## config.mk

```make
export PLATFORM = sky130hd
export DESIGN_NAME = dma_req_gate
export DESIGN_NICKNAME = d
export VERILOG_FILES = /design/src/rtl/dmagate_pkg.sv /design/src/rtl/dmagate_enable_map.sv /design/src/rtl/dmagate_req_latch.sv /design/src/rtl/dmagate_hw_filter.sv /design/src/rtl/dma_req_gate.sv
export SDC_FILE = /design/constraint.sdc
export NUM_CORES = 1
export LEC_CHECK = 0
export BUFFER_PORTS_ARGS = -buffer_cell sky130_fd_sc_hd__buf_4
export CAP_MARGIN = 20
export CORE_MARGIN = 2
export CORE_UTILIZATION = 47
export CTS_CLUSTER_DIAMETER = 120
export DETAILED_ROUTE_END_ITERATION = 12
export GPL_TIMING_DRIVEN = 0
export PLACE_DENSITY = 0.88
export SETUP_SLACK_MARGIN = 0.1
export SYNTH_ARGS = -nofsm -noshare
export SYNTH_HDL_FRONTEND = slang
export SYNTH_SLANG_ARGS = --single-unit
```

## constraint.sdc

```tcl
create_clock -name clk -period 1.15 [get_ports clk]
set_clock_uncertainty 0.15 [all_clocks]
set_input_delay 0.115 -clock clk [delete_from_list [all_inputs] [get_ports clk]]
set_output_delay 0.115 -clock clk [all_outputs]
set_load 0.1 [all_outputs]
```

## src/rtl/dmagate_pkg.sv

```systemverilog
package dmagate_pkg;

   // Kind of single-bit operation presented at a set or clear port.
   typedef enum logic [1:0] {
      BOP_NONE = 2'd0,
      BOP_ONE  = 2'd1,
      BOP_ALL  = 2'd2
   } bitop_e;

   // Classify a set/clear port strobe.
   function automatic bitop_e bitop_kind(input logic vld, input logic all);
      if (!vld)      return BOP_NONE;
      else if (all)  return BOP_ALL;
      else           return BOP_ONE;
   endfunction

   // Largest channel count the block is written for.
   localparam int unsigned MAX_CH = 64;

endpackage

```

## src/rtl/dmagate_enable_map.sv

```systemverilog
module dmagate_enable_map
   import dmagate_pkg::*;
#(
   parameter int unsigned NUM_CH = 16,
   parameter int unsigned CHW    = (NUM_CH > 1) ? $clog2(NUM_CH) : 1
) (
   input  logic              clk,
   input  logic              rst_n,
   input  logic              wr_en,
   input  logic [NUM_CH-1:0] wr_data,
   input  logic              set_vld,
   input  logic              set_all,
   input  logic [CHW-1:0]    set_ch,
   input  logic              clr_vld,
   input  logic              clr_all,
   input  logic [CHW-1:0]    clr_ch,
   output logic [NUM_CH-1:0] en
);

   bitop_e            set_kind;
   bitop_e            clr_kind;
   logic [NUM_CH-1:0] set_mask;
   logic [NUM_CH-1:0] clr_mask;
   logic [NUM_CH-1:0] base;
   logic [NUM_CH-1:0] en_nxt;
   logic [NUM_CH-1:0] en_q;

   assign set_kind = bitop_kind(set_vld, set_all);
   assign clr_kind = bitop_kind(clr_vld, clr_all);

   // Per-bit decode of the single-channel ports.
   for (genvar i = 0; i < NUM_CH; i++) begin : g_dec
      always_comb begin
         unique case (set_kind)
            BOP_ALL: set_mask[i] = 1'b1;
            BOP_ONE: set_mask[i] = (set_ch == CHW'(i));
            default: set_mask[i] = 1'b0;
         endcase
         unique case (clr_kind)
            BOP_ALL: clr_mask[i] = 1'b1;
            BOP_ONE: clr_mask[i] = (clr_ch == CHW'(i));
            default: clr_mask[i] = 1'b0;
         endcase
      end
   end

   // Order: full write, then set, then clear.
   always_comb begin
      base   = wr_en ? wr_data : en_q;
      en_nxt = (base | set_mask) & ~clr_mask;
   end

   always_ff @(posedge clk or negedge rst_n) begin
      if (!rst_n) en_q <= '0;
      else        en_q <= en_nxt;
   end

   assign en = en_q;

endmodule

```

## src/rtl/dmagate_req_latch.sv

```systemverilog
module dmagate_req_latch #(
   parameter int unsigned NUM_CH = 16
) (
   input  logic              clk,
   input  logic              rst_n,
   input  logic [NUM_CH-1:0] pulse,
   input  logic [NUM_CH-1:0] ack,
   output logic [NUM_CH-1:0] held
);

   // One sticky flag per channel; a fresh pulse outranks a retiring ack.
   for (genvar i = 0; i < NUM_CH; i++) begin : g_ch
      logic held_q;
      always_ff @(posedge clk or negedge rst_n) begin
         if (!rst_n)        held_q <= 1'b0;
         else if (pulse[i]) held_q <= 1'b1;
         else if (ack[i])   held_q <= 1'b0;
      end
      assign held[i] = held_q;
   end

endmodule

```

## src/rtl/dmagate_hw_filter.sv

```systemverilog
module dmagate_hw_filter #(
   parameter int unsigned NUM_CH   = 16,
   parameter bit          ACK_MASK = 1'b1
) (
   input  logic              clk,
   input  logic              rst_n,
   input  logic [NUM_CH-1:0] hw_req,
   input  logic [NUM_CH-1:0] en,
   input  logic [NUM_CH-1:0] ack,
   output logic [NUM_CH-1:0] hw_pend,
   output logic [NUM_CH-1:0] masked
);

   if (ACK_MASK) begin : g_mask
      // Suppress an acknowledged level until the line has been seen low.
      for (genvar i = 0; i < NUM_CH; i++) begin : g_ch
         logic m_q;
         always_ff @(posedge clk or negedge rst_n) begin
            if (!rst_n)          m_q <= 1'b0;
            else if (!hw_req[i]) m_q <= 1'b0;
            else if (ack[i])     m_q <= 1'b1;
         end
         assign masked[i] = m_q;
      end
   end else begin : g_nomask
      // Pure level gating: the source is expected to drop on service.
      logic unused_ok;
      assign unused_ok = ^{clk, rst_n, ack};
      assign masked    = '0;
   end

   assign hw_pend = hw_req & en & ~masked;

endmodule

```

## src/rtl/dma_req_gate.sv

```systemverilog
module dma_req_gate
   import dmagate_pkg::*;
#(
   parameter int unsigned NUM_CH   = 16,
   parameter bit          ACK_MASK = 1'b1,
   localparam int unsigned CHW     = (NUM_CH > 1) ? $clog2(NUM_CH) : 1
) (
   input  logic              clk,
   input  logic              rst_n,
   input  logic              map_wr_en,
   input  logic [NUM_CH-1:0] map_wr_data,
   output logic [NUM_CH-1:0] map_rd_data,
   input  logic              set_vld,
   input  logic              set_all,
   input  logic [CHW-1:0]    set_ch,
   input  logic              clr_vld,
   input  logic              clr_all,
   input  logic [CHW-1:0]    clr_ch,
   input  logic [NUM_CH-1:0] hw_req,
   input  logic [NUM_CH-1:0] sw_req,
   input  logic [NUM_CH-1:0] link_req,
   input  logic [NUM_CH-1:0] ack,
   output logic [NUM_CH-1:0] pend
);

   // Elaboration-time parameter checks.
   if (NUM_CH < 2 || NUM_CH > MAX_CH) begin : g_bad_num_ch
      $error("dma_req_gate: NUM_CH must lie between 2 and MAX_CH");
   end

   logic [NUM_CH-1:0] en;
   logic [NUM_CH-1:0] sw_held;
   logic [NUM_CH-1:0] link_held;
   logic [NUM_CH-1:0] hw_pend;
   logic [NUM_CH-1:0] hw_masked;

   dmagate_enable_map #(.NUM_CH(NUM_CH), .CHW(CHW)) u_map (
      .clk     (clk),
      .rst_n   (rst_n),
      .wr_en   (map_wr_en),
      .wr_data (map_wr_data),
      .set_vld (set_vld),
      .set_all (set_all),
      .set_ch  (set_ch),
      .clr_vld (clr_vld),
      .clr_all (clr_all),
      .clr_ch  (clr_ch),
      .en      (en)
   );

   dmagate_req_latch #(.NUM_CH(NUM_CH)) u_sw (
      .clk   (clk),
      .rst_n (rst_n),
      .pulse (sw_req),
      .ack   (ack),
      .held  (sw_held)
   );

   dmagate_req_latch #(.NUM_CH(NUM_CH)) u_link (
      .clk   (clk),
      .rst_n (rst_n),
      .pulse (link_req),
      .ack   (ack),
      .held  (link_held)
   );

   dmagate_hw_filter #(.NUM_CH(NUM_CH), .ACK_MASK(ACK_MASK)) u_hw (
      .clk     (clk),
      .rst_n   (rst_n),
      .hw_req  (hw_req),
      .en      (en),
      .ack     (ack),
      .hw_pend (hw_pend),
      .masked  (hw_masked)
   );

   assign map_rd_data = en;
   assign pend        = hw_pend | sw_held | link_held;

endmodule

```

==> results.tsv, run 1 <==
stage	metric	value	unit
outcome	outcome	did not finish	
outcome	failed_stage	global routing	
outcome	stop_error	[ERROR DPL-0033] detailed placement checks failed during check placement.	
yosys	ys_dominant_reg_cell	dfrtp_1	
yosys	synth_xor_area_frac	0	
placement	hpwlAfterDp	5857	µm
yosys	synth_common_cells	64 x dfrtp_1, 41 x a21o_1, 19 x nand2_1, 19 x nor2_1	
yosys	yosys.cell_count.top_type	dfrtp_1	
placement	place_area	4267	µm²
clock_network	clk_path_buf_depth	2	
yosys	synth_mux_area_frac	0.05544	
clock_network	cts_htree_levels	3	
yosys	netlist_top_cells_area	dfrtp_1 55%, a21o_1 11%, mux2i_1 5.5%	
yosys	yosys.area.top_type	dfrtp_1	
yosys	ys_ff_latch	64	
sta	endpoint_type	primary output	
yosys	synth_fa_ha_area_frac	0	
yosys	avgSynthCellArea	10.90	µm²
yosys	synth.distinct_cells	25	
floorplanning	fp-row-count	28	
yosys	yosysTopAreaCellShare	0.5544	
clock_network	cts_inserted_buffers	9	
floorplanning	ios	127	
placement	gp_congestion	0.8913	
yosys	syn_area	2889	µm²
yosys	synth_fp_nets	360	
yosys	yosysSeqAreaShare	0.5544	
floorplanning	die_y	82.40	µm
yosys	synth_compound_area_frac	0.2503	
yosys	synth_top_family_by_area	compound AO/OA/AOI/OAI gates	
floorplanning	start_util	0.4880	
yosys	yosys.area_share.simple	0.1018	
yosys	synth_edf_count	0	
global_route	grt_max_degree	65	
sta	worst_endpoint	pend[3]	
floorplanning	die_x	82.40	µm
placement	port_buffers	123	
yosys	netlist_instances	265	
global_route	antenna_found_initial	1	
yosys	async_reset_ff_frac	1.000	
clock_network	cts_num_sinks	64	
yosys	yosys_warnings	0	
clock_network	cts_root_buf	clkbuf_8	
logic make-up after synthesis:
family	count (synthesis)
multiplexers	16
AND/OR/NAND/NOR	62
AO/OA/AOI/OAI	98
flip-flops	64
buffers and inverters	25
stage by stage:
step	setup WS (ns)	cells	utilization
after CTS	-0.2954	549	0.9292
after detailed placement	-0.1883	463	0.7206
after global placement	-0.1808	463	0.7206
after floorplan	-0.3771	265	-
what timing repair did:
item	4_1_cts
pin swaps	22
hold buffers	70
setup buffers	1
setup endpoints to repair	42
resized for setup	94
endpoints found under the hold margin	124
==> run 2: changes to the inputs <==
- CORE_UTILIZATION: 47 -> 40
- CTS_CLUSTER_DIAMETER: 120 -> default
- PLACE_DENSITY: 0.88 -> default
- PLACE_DENSITY_LB_ADDON: default -> 0.15
- SETUP_SLACK_MARGIN: 0.1 -> default
==> run 2 against run 1 <==
Effect of this change: the flow now finishes, with violations (hold timing, setup timing); synthesized cell count did not move; synthesized area did not move.
==> results.tsv, run 2 <==
stage	metric	value	unit	change
global_route	gr-total-overflow	0		
yosys	yosys.cell_count.top_type	dfrtp_1		unchanged
finish	final_cell_mix	96 x buf_4, 76 x dlygate4sd3_1, 48 x dfrtp_1		
yosys	synth_fa_ha_area_frac	0		unchanged
yosys	synth.distinct_cells	25		unchanged
setup_path	reg2reg_depth	3		
routing	drt_iter0_drc	96		
routing	wl	9868	µm	
global_route	grt_max_degree	65		
setup_path	critical_path_buf_inv_count	1		
clock_network	clock_latency	0.33	ns	
pwr	power_frac_comb	0.319		
yosys	yosys.area.top_type	dfrtp_1		unchanged
global_route	grt_pass1_wl	14280	µm	
placement	hpwlAfterDp	5447	µm	was 5857 µm
yosys	synth_edf_count	0		unchanged
finish	antenna_cells	0		
setup_path	critPathSlowestCell	dfrtp_4		
placement	port_buffers	123		unchanged
finish	final_common_cell	buf_4		
global_route	grt_usage	0.2377		
routing	wl_met2	5595	µm	
floorplanning	die-area	7918	µm²	
setup_path	crit_path_end_kind	output pin		
clock_network	clk_path_buf_depth	2		unchanged
yosys	synth_common_cells	64 x dfrtp_1, 41 x a21o_1, 19 x nand2_1, 19 x nor2_1		unchanged
yosys	yosys.area_share.simple	0.1018		unchanged
setup_path	crit_start	u_map.en[11]		
clock_network	cts_tree	yes		
setup_path	critPathMaxFanout	3		
yosys	yosysSeqAreaShare	0.5544		unchanged
yosys	ys_dominant_reg_cell	dfrtp_1		unchanged
yosys	synth_top_family_by_area	compound AO/OA/AOI/OAI gates		unchanged
clock_network	path_clk_slew	0.07	ns	
pwr	power	6823	µW	
setup_path	r2r_slack	0	ns	
pwr	switchingPower	2264	µW	
setup_path	crit_path_end	pend[11]		
routing	first_pass_iters	4		
global_route	antenna_found_initial	0		
floorplanning	ios	127		unchanged
placement	gp_congestion	0.8906		was 0.8913
setup_path	arrival	1.20	ns	
floorplanning	die_y	88.99	µm	was 82.40 µm
sta	setup_viol	33		
routing	wl_met1	3575	µm	
finish	stdcell_area	5719	µm²	
sta	fmax	682.6	MHz	
yosys	ys_ff_latch	64		unchanged
routing	top_layer	met4		
yosys	netlist_top_cells_area	dfrtp_1 55%, a21o_1 11%, mux2i_1 5.5%		unchanged
finish	layout-drive-gt1-share	0.4515		
routing	wl_per_cell	16.98	µm	
setup_path	rr_startpoint	u_map.en[15]		
run	max_cap_viol_count	0		
pwr	p_leak	0.002663	µW	
pwr	cellPowerDensity	1193	nW/µm²	
clock_network	cts_num_sinks	64		unchanged
routing	num_vias	2939		
sta	hold_slack	-0.2915	ns	
outcome	violations	hold timing, setup timing		
worst_hold_path	hp-class	in -> async		
sta	hold_viol	69		
pwr	peakVddDrop	839.1	µV	
finish	area_delta_synth_final	97.96	%	
sta	slew_headroom	0.4732		
finish	final_nets	575		
yosys	avgSynthCellArea	10.90	µm²	unchanged
setup_path	crit_family	flip-flops		
pwr	switching_share	0.3317		
floorplanning	die_x	88.99	µm	was 82.40 µm
yosys	synth_fp_nets	360		unchanged
setup_path	slowest_delay	0.45	ns	
pwr	p_int	4560	µW	
setup_path	worstSetupPathType	reg -> out		
floorplanning	fp-row-count	30		was 28
yosys	synth_mux_area_frac	0.05544		unchanged
sta	tightest_slew	0.7902	ns	
yosys	synth_xor_area_frac	0		unchanged
setup_path	cp.depth	3		
pwr	clkPwrFrac	0.284		
floorplanning	start_util	0.4183		was 0.4880
global_route	first_global_vias	3123		
floorplanning	coreArea	6907	µm²	
setup_path	path_cells	nand2_4, o21ai_4, buf_12		
clock_network	cts_htree_levels	3		unchanged
clock_network	cts_root_buf	clkbuf_8		unchanged
sta	rsz0062_at_grt	yes		
routing	vias_per_cell	5.059		
yosys	syn_area	2889	µm²	unchanged
setup_path	critPathLaunchType	flop		
placement	place_area	4293	µm²	was 4267 µm²
yosys	yosys_warnings	0		unchanged
routing	drtAntennaViolNets	0		
routing	remaining_drc_errors	0		
sta	worst_slack	-0.3149	ns	
setup_path	crit_required	0.88	ns	
sta	drv_slew	0		
setup_path	reg2reg_to	u_map.en[15]		
yosys	async_reset_ff_frac	1.000		unchanged
yosys	netlist_instances	265		unchanged
sta	finalCritPeriodShare	1.274		
routing	dr_wl_met3	553	µm	
outcome	outcome	finished, violations left		was did not finish
yosys	synth_compound_area_frac	0.2503		unchanged
clock_network	cts_inserted_buffers	9		unchanged
sta	period_needed	1.465	ns	
yosys	yosysTopAreaCellShare	0.5544		unchanged
pwr	seqPwrFrac	0.397		
==> run 2: worst min path at each step <==
stage | to | slack [ns] | cells after the start
2_1_floorplan | u_hw.g_mask.g_ch[0].m_q | -0.33 | 0
3_3_place_gp | u_sw.g_ch[11].held_q | 0.10 | 1
3_5_place_dp | u_sw.g_ch[11].held_q | 0.11 | 1
4_1_cts | u_sw.g_ch[11].held_q | -0.26 | 1
5_1_grt | u_sw.g_ch[11].held_q | -0.23 | 1
6_report | u_sw.g_ch[11].held_q | -0.29 | 1
==> run 2: worst register-to-register path, delay by kind of cell, from the launching register on <==
| family | cells | cell delay, ns |
|---|---|---|
| AOI/OAI and AO/OA | 2 | 0.21 |
| DFF | 1 | 0.50 |
| muxes | 1 | 0.16 |
==> run 2: kinds of logic (layout without fill, tap and decap cells) <==
| kind of cell | Yosys count | count (layout) |
|---|---|---|
| AOI/OAI and AO/OA | 98 | 98 |
| and+or+nand+nor | 62 | 62 |
| buffers and inverters | 25 | 245 |
| DFF | 64 | 64 |
| muxes | 16 | 16 |
==> run 2: what timing repair did <==
item	CTS	global route
hold buffers	77	3
hold endpoints to repair	124	67
setup endpoints to repair	32	39
resized for setup	66	43
setup buffers	0	5
pin swaps	17	3
==> run 2: power groups by stage <==
stage | combinational, µW | clock, µW | sequential, µW
after CTS | 1980 | 1990 | 2670
after detailed placement | 1680 | 0 | 2690
final | 2180 | 1940 | 2710
after global routing | 2290 | 2080 | 2720
after global placement | 1660 | 0 | 2690
after floorplan | 631 | 0 | 3160
==> run 2: area by class of cell <==
class / instances / area [µm²]
Buffer: 9 / 50.05
Clock inverter: 3 / 40.04
Timing Repair Buffer: 204 / 2081
Inverter: 16 / 60.06
Clock buffer: 13 / 158.9
Multi-Input combinational cell: 176 / 1548
Fill cell: 412 / 1187
Sequential cell: 64 / 1662
Tap cell: 96 / 120.1
==> run 2: per-stage QoR <==
stage                     setup slack, ns  TNS, ns  hold slack, ns  std cells    util
final                             -0.3149   -7.269         -0.2915        581  0.8281
after global routing              -0.3397   -8.350         -0.2275        581  0.8281
after CTS                         -0.2843   -7.790         -0.2649        577  0.7978
after detailed placement          -0.2364   -2.727          0.1051        484  0.6216
after global placement            -0.2191   -2.513          0.1024        484  0.6216
after floorplan                   -0.3771   -6.408         -0.3306        265       -
==> run 2: metal layers <==
metal / GRT usage / vias to the layer above
li1: - / 1392
met1: 0.2635 / 1441
met2: 0.4396 / 90
met3: 0.05725 / 16
met4: 0.08955 / 0
met5: 0 / -
(Power assumes the default switching activity.)
